`config.mk`:
```
export PLATFORM = sky130hd
export DESIGN_NAME = pcs_rx_chain
export DESIGN_NICKNAME = d
export VERILOG_FILES = /design/src/rtl/pcs_rx_pkg.sv /design/src/rtl/pcs_rx_line_dec.sv /design/src/rtl/pcs_rx_descram.sv /design/src/rtl/pcs_rx_align_dec.sv /design/src/rtl/pcs_rx_chain.sv
export SDC_FILE = /design/constraint.sdc
export NUM_CORES = 1
export LEC_CHECK = 0
export ABC_CLOCK_PERIOD_IN_PS = 2200
export BUFFER_PORTS_ARGS = -buffer_cell sky130_fd_sc_hd__buf_2
export CORE_MARGIN = 2
export CORE_UTILIZATION = 35
export DETAILED_ROUTE_END_ITERATION = 10
export GPL_ROUTABILITY_DRIVEN = 0
export PLACE_DENSITY = 0.56
export REMOVE_ABC_BUFFERS = 1
export SLEW_MARGIN = 30
export SYNTH_ARGS = -nofsm -noshare
export SYNTH_HDL_FRONTEND = slang
export SYNTH_SLANG_ARGS = --single-unit
```
`constraint.sdc`:
```
create_clock -name clk -period 2.2 [get_ports clk]
set_input_delay 0 -clock clk [delete_from_list [all_inputs] [get_ports clk]]
set_output_delay 0 -clock clk [all_outputs]
set_load 0.02 [all_outputs]
```
`src/rtl/pcs_rx_pkg.sv`:
```
package pcs_rx_pkg;

    localparam int CG_W     = 5;
    localparam int NIB_W    = 4;
    localparam int LFSR_W   = 11;
    localparam int LFSR_TAP = 9;

    typedef logic [1:0]       lvl_t;
    typedef logic [CG_W-1:0]  cg_t;
    typedef logic [NIB_W-1:0] nib_t;

    localparam cg_t CG_SSD1 = 5'b11000;
    localparam cg_t CG_SSD2 = 5'b10001;
    localparam cg_t CG_ESD1 = 5'b01101;
    localparam cg_t CG_ESD2 = 5'b00111;

    typedef struct packed {
        logic ok;
        nib_t nib;
    } cg_dec_t;

    typedef enum logic [1:0] {
        FR_HUNT = 2'd0,
        FR_DATA = 2'd1,
        FR_TAIL = 2'd2
    } fr_state_e;

    typedef struct packed {
        logic stb;
        logic dv;
        logic er;
        nib_t d;
    } mii_out_t;

    function automatic cg_dec_t cg_decode(input cg_t g);
        cg_dec_t r;
        r.ok  = 1'b1;
        r.nib = '0;
        case (g)
            5'b11110: r.nib = 4'h0;
            5'b01001: r.nib = 4'h1;
            5'b10100: r.nib = 4'h2;
            5'b10101: r.nib = 4'h3;
            5'b01010: r.nib = 4'h4;
            5'b01011: r.nib = 4'h5;
            5'b01110: r.nib = 4'h6;
            5'b01111: r.nib = 4'h7;
            5'b10010: r.nib = 4'h8;
            5'b10011: r.nib = 4'h9;
            5'b10110: r.nib = 4'hA;
            5'b10111: r.nib = 4'hB;
            5'b11010: r.nib = 4'hC;
            5'b11011: r.nib = 4'hD;
            5'b11100: r.nib = 4'hE;
            5'b11101: r.nib = 4'hF;
            default:  r.ok  = 1'b0;
        endcase
        return r;
    endfunction

endpackage

```
`src/rtl/pcs_rx_line_dec.sv`:
```
module pcs_rx_line_dec
    import pcs_rx_pkg::*;
(
    input  logic clk,
    input  logic rst,
    input  lvl_t sym_i,
    output logic nrz_o
);
    lvl_t prev_lvl;
    logic chg_q;
    logic chg_prev;

    // Stage 1: level change marks a one; stage 2: transition marks a one.
    always_ff @(posedge clk) begin
        if (rst) begin
            prev_lvl <= '0;
            chg_q    <= 1'b0;
            chg_prev <= 1'b0;
            nrz_o    <= 1'b0;
        end else begin
            prev_lvl <= sym_i;
            chg_q    <= (sym_i != prev_lvl);
            chg_prev <= chg_q;
            nrz_o    <= chg_q ^ chg_prev;
        end
    end

endmodule

```
`src/rtl/pcs_rx_descram.sv`:
```
module pcs_rx_descram
    import pcs_rx_pkg::*;
#(
    parameter int LOCK_RUN = 30
) (
    input  logic clk,
    input  logic rst,
    input  logic s_i,
    output logic d_o,
    output logic vld_o,
    output logic locked_o
);
    localparam int CNT_W = $clog2(LOCK_RUN + 1);

    logic [LFSR_W-1:0] st;
    logic [CNT_W-1:0]  run;
    logic              key;
    logic              plain;

    always_comb begin
        key   = st[LFSR_W-1] ^ st[LFSR_TAP-1];
        plain = s_i ^ key;
    end

    always_ff @(posedge clk) begin
        if (rst) begin
            st       <= '0;
            run      <= '0;
            locked_o <= 1'b0;
            d_o      <= 1'b0;
            vld_o    <= 1'b0;
        end else begin
            // Unlocked: assume idle (plain one), so the key equals the inverted line bit.
            st    <= {st[LFSR_W-2:0], (locked_o ? key : ~s_i)};
            d_o   <= plain;
            vld_o <= locked_o;
            if (!locked_o) begin
                if (plain) begin
                    run <= run + 1'b1;
                    if (run == CNT_W'(LOCK_RUN - 1))
                        locked_o <= 1'b1;
                end else begin
                    run <= '0;
                end
            end
        end
    end

endmodule

```
`src/rtl/pcs_rx_align_dec.sv`:
```
module pcs_rx_align_dec
    import pcs_rx_pkg::*;
(
    input  logic     clk,
    input  logic     rst,
    input  logic     bit_i,
    input  logic     vld_i,
    output mii_out_t q_o
);
    localparam int          HIST_W  = 2 * CG_W - 1;
    localparam logic [2:0]  PH_LAST = 3'(CG_W - 1);

    logic [HIST_W-1:0] hist;
    logic [2:0]        ph;
    fr_state_e         state;
    cg_t               grp;
    cg_dec_t           dec;
    logic              sop_hit;
    logic              grp_done;

    always_comb begin
        grp      = {hist[CG_W-2:0], bit_i};
        dec      = cg_decode(grp);
        sop_hit  = vld_i && (state == FR_HUNT) && ({hist, bit_i} == {CG_SSD1, CG_SSD2});
        grp_done = vld_i && (ph == PH_LAST) && !sop_hit;
    end

    always_ff @(posedge clk) begin
        if (rst) begin
            hist  <= '0;
            ph    <= '0;
            state <= FR_HUNT;
            q_o   <= '0;
        end else begin
            q_o.stb <= grp_done;
            if (vld_i)
                hist <= {hist[HIST_W-2:0], bit_i};

            if (sop_hit) begin
                ph    <= '0;
                state <= FR_DATA;
            end else if (vld_i) begin
                ph <= (ph == PH_LAST) ? 3'd0 : ph + 3'd1;
            end

            if (grp_done) begin
                case (state)
                    FR_DATA: begin
                        if (dec.ok) begin
                            q_o.dv <= 1'b1;
                            q_o.er <= 1'b0;
                            q_o.d  <= dec.nib;
                        end else if (grp == CG_ESD1) begin
                            q_o.dv <= 1'b0;
                            q_o.er <= 1'b0;
                            q_o.d  <= '0;
                            state  <= FR_TAIL;
                        end else begin
                            q_o.dv <= 1'b1;
                            q_o.er <= 1'b1;
                            q_o.d  <= '0;
                        end
                    end
                    FR_TAIL: begin
                        q_o.dv <= 1'b0;
                        q_o.er <= (grp != CG_ESD2);
                        q_o.d  <= '0;
                        state  <= FR_HUNT;
                    end
                    default: begin
                        q_o.dv <= 1'b0;
                        q_o.er <= 1'b0;
                        q_o.d  <= '0;
                    end
                endcase
            end
        end
    end

endmodule

```
`src/rtl/pcs_rx_chain.sv`:
```
module pcs_rx_chain
    import pcs_rx_pkg::*;
#(
    parameter int LOCK_RUN = 30
) (
    input  logic       clk,
    input  logic       rst,
    input  logic [1:0] line_sym,
    output logic       rx_locked,
    output logic       rx_stb,
    output logic       rx_dv,
    output logic       rx_er,
    output logic [3:0] rx_d
);
    logic     nrz_bit;
    logic     ds_bit;
    logic     ds_vld;
    mii_out_t mii;

    pcs_rx_line_dec i_line (
        .clk   (clk),
        .rst   (rst),
        .sym_i (line_sym),
        .nrz_o (nrz_bit)
    );

    pcs_rx_descram #(.LOCK_RUN(LOCK_RUN)) i_descram (
        .clk      (clk),
        .rst      (rst),
        .s_i      (nrz_bit),
        .d_o      (ds_bit),
        .vld_o    (ds_vld),
        .locked_o (rx_locked)
    );

    pcs_rx_align_dec i_align (
        .clk   (clk),
        .rst   (rst),
        .bit_i (ds_bit),
        .vld_i (ds_vld),
        .q_o   (mii)
    );

    assign rx_stb = mii.stb;
    assign rx_dv  = mii.dv;
    assign rx_er  = mii.er;
    assign rx_d   = mii.d;

endmodule

```
==> out/qor.tcl <==
set qor(outcome) {finished, final reports clean}
set qor(worst-slew-pin-transition_ns) 0.424
set qor(rsz0062_at_grt) {no}
set qor(worst_setup_path_end_kind) {flip-flop}
set qor(synth_edf_count) 0
set qor(grt_pass1_wl_mm) 5.55
set qor(clk_path_buf_depth) 2
set qor(finalCriticalPeriod_ns) 1.76
set qor(route.final.wire_length_mm) 3.27
set qor(worstPathArrival_ns) 2.00
set qor(dominantRegCellSynth) {sky130_fd_sc_hd__dfxtp_1}
set qor(mean_instance_size_in_the_synthesized_netlist_um2) 9.40
set qor(clkSlewWorstSetupHoldPaths_ns) 0.09
set qor(synth_area_leader_cell) {sky130_fd_sc_hd__dfxtp_1}
set qor(timing.critical_path.max_delay_family) {simple AND/OR/NAND/NOR gates}
set qor(cts_tree) {yes}
set qor(first_global_vias) 1202
set qor(dieArea_um2) 5950
set qor(htreeDepth) 2
set qor(chipHeight_um) 77.1
set qor(synthMostInstantiatedCell) {sky130_fd_sc_hd__dfxtp_1}
set qor(delay_of_the_slowest_cell_on_the_worst_path_ns) 0.52
set qor(vias) 1364
set qor(worstPathCellList) {inv_1 > ha_1 > nor4bb_1 > and4_1 > or4_1 > a21oi_1}
set qor(synth.lib_cells_used.distinct) 35
set qor(cts_buffers) 5
set qor(layout-drive-gt1-share_pct) 10.8
set qor(gr_overflow_total) 0
set qor(cts_root_buffer) {sky130_fd_sc_hd__clkbuf_8}
set qor(async_reset_ff_share_pct) 0
set qor(ioPinCount) 12
set qor(fp.coreArea_um2) 5140
set qor(finalMaxSlewViolations) 0
set qor(grt_start_max_net_pins) 26
set qor(cts.sink_count) 45
set qor(routed_via_density) 4.84
set qor(min_period_over_period_pct) 79.8
set qor(setup_total_negative_slack_ns) 0
set qor(setup_viol) 0
set qor(maxClockFrequency_ghz) 0.569
set qor(antenna-diode-count) 0
set qor(placementRows) 26
set qor(power.density_cell_area_nw_per_um2) 720
set qor(synth-seq-cells) 45
set qor(drt-pass1-iter-count) 4
set qor(final_hold_viol_count) 0
set qor(syn_inst) 199
set qor(path_max_fanout) 9
set qor(synth.cells.most_frequent) {sky130_fd_sc_hd__dfxtp_1, sky130_fd_sc_hd__nor2_1, sky130_fd_sc_hd__nor2b_1}
set qor(clk-insertion-delay-late_ns) 0.30
set qor(number_of_port_buffers) 11
set qor(synth_seq_area_share_pct) 48.2
set qor(grt_util_overall_pct) 11.6
set qor(design_power_total_mw) 1.53
set qor(vdd.ir_drop.worst_mv) 0.389
set qor(max-cap-violations) 0
set qor(fin_nets) 222
set qor(hpwl_mm) 2.22
set qor(area_delta_synth_final_pct) 13.9
set qor(synth.area.top_cells) {sky130_fd_sc_hd__dfxtp_1, sky130_fd_sc_hd__mux2i_1, sky130_fd_sc_hd__nor2b_1, sky130_fd_sc_hd__ha_1, sky130_fd_sc_hd__nor2_1}
set qor(drt-wirelength-per-cell_um) 11.6
set qor(antenna_found_initial) 0
set qor(drtIter0Drc) 77
set qor(critical_path.n_buffers_inverters) 1
set qor(finish.utilization_pct) 41.5
set qor(drc) 0
set qor(p_leak_nw) 0.772
set qor(crit_path_top_delay_cell) {sky130_fd_sc_hd__or4_1}
set qor(die_x_um) 77.1
set qor(setup.worst_path.class) {reg2reg}
set qor(hold_path.class) {in2reg}
set qor(timing.critical_path.from_type) {flip-flop}
set qor(timing.clock.skew_ns) 0.00672
set qor(synth-warning-count) 0
set qor(synth_largest_type_area_fraction_pct) 48.2
set qor(max-slew-margin-rel_pct) 71.7
set qor(initial_core_util_pct) 36.4
set qor(timing.critical_path.required_ns) 2.44
set qor(netlist_area_um2) 1870
set qor(antenna_violating_nets_post_route) 0
-- repair_timing --
action,CTS,global route
setup buffers,0,0
gates resized for setup,0,0
hold endpoints to repair,3,0
hold buffers,2,0
-- flip-flops by register name, summed over array words and instances, names as in the netlist, 2 cells and up --
register / flops
i_align.hist: 9
i_align.ph: 3
i_align.q_o: 7
i_align.state: 2
i_descram.run: 5
i_descram.st: 11
i_line.prev_lvl: 2
-- worst reg2reg max path, delay by kind of cell (launching register included) --
family	cells	cell delay, ns
compound gates	1	0.14
simple gates	3	0.92
flops	1	0.36
buf+inv	1	0.07
fa+ha+maj	1	0.21
-- metal layers --
metal	vias to the layer above	track usage (%)	share of wire, %	wire, µm
met1	629	15.7	54	1760
met3	4	3.65	4.2	137
met5	-	0	0	0
li1	709	-	-	-
met4	0	3.21	0.55	18
met2	22	17.8	41	1350
-- cells by family (layout without fill, tap and decap cells) --
kind of cell / count (synthesis) / in the layout / synth area share [%]
simple gates: 74 / 74 / 21.5
xor+xnor: 12 / 12 / 5.62
fa+ha+maj: 7 / 7 / 4.68
buf+inv: 20 / 33 / 4.35
flops: 45 / 45 / 48.2
mux: 11 / 11 / 5.89
compound gates: 30 / 30 / 9.77
-- stage by stage --
stage | setup WS [ns] | hold slack (ns) | instance area [µm²] | std cells
detailed placement | 0.461 | 0.245 | 1990 | 272
finish | 0.444 | 0.107 | 2130 | 282
global placement | 0.481 | 0.240 | 1990 | 272
global route | 0.333 | 0.131 | 2130 | 282
CTS | 0.428 | 0.117 | 2130 | 282
floorplan | 0.395 | 0.0691 | 1820 | 187
-- report_power, final --
group / total, mW / internal (mW) / switching (mW)
logic: 0.0426 / 0.0198 / 0.0228
clock network: 0.655 / 0.348 / 0.307
registers: 0.836 / 0.828 / 0.00812
-- cell type report --
| cell class | count | area (µm²) |
|---|---|---|
| Tap cell | 70 | 87.6 |
| Clock buffer | 5 | 68.8 |
| Sequential cell | 45 | 901 |
| Multi-Input combinational cell | 134 | 888 |
| Timing Repair Buffer | 17 | 105 |
| Clock inverter | 3 | 50.0 |
| Inverter | 8 | 30.0 |
| Fill cell | 539 | 3010 |
-- path summary, 6_finish.rpt --
check,from,endpoint,slack (ns),depth (start not counted)
setup / recovery,i_align.state[0]$_SDFF_PP0_,i_align.q_o[3]$_SDFFE_PP0N_,0.44,6
hold / removal,rst,i_align.hist[7]$_SDFFE_PP0P_,0.11,2
setup reg to reg,i_align.state[0]$_SDFF_PP0_,i_align.q_o[3]$_SDFFE_PP0N_,0.44,6
hold reg to reg,i_descram.st[4]$_SDFF_PP0_,i_descram.st[5]$_SDFF_PP0_,0.44,1
-- cell usage in the layout (no fill, tap or decap), types with 2 or more instances in the layout --
cell type                       Yosys  layout
sky130_fd_sc_hd__nand3_1            7       7
sky130_fd_sc_hd__and4_1             2       2
sky130_fd_sc_hd__dlygate4sd3_1      0       2
sky130_fd_sc_hd__a21oi_1           10      10
sky130_fd_sc_hd__nor2b_1           16      16
sky130_fd_sc_hd__dfxtp_1           45      45
sky130_fd_sc_hd__xor2_1             5       5
sky130_fd_sc_hd__clkbuf_8           0       5
sky130_fd_sc_hd__mux2i_1           11      11
sky130_fd_sc_hd__or4_1              4       4
sky130_fd_sc_hd__o21ai_1            3       3
sky130_fd_sc_hd__buf_4              0       4
sky130_fd_sc_hd__nor4bb_1           3       3
sky130_fd_sc_hd__buf_2              5      11
sky130_fd_sc_hd__inv_1              8       8
sky130_fd_sc_hd__nand2_1            8       8
sky130_fd_sc_hd__and3_1             2       2
sky130_fd_sc_hd__nor2_1            21      21
sky130_fd_sc_hd__a211oi_1           2       2
sky130_fd_sc_hd__o21ai_0            6       6
sky130_fd_sc_hd__o22ai_1            2       2
sky130_fd_sc_hd__nand4_1            5       5
sky130_fd_sc_hd__nand2b_1           2       2
sky130_fd_sc_hd__xnor2_1            7       7
sky130_fd_sc_hd__ha_1               7       7
No activity file was read; power rests on OpenSTA's default activity.
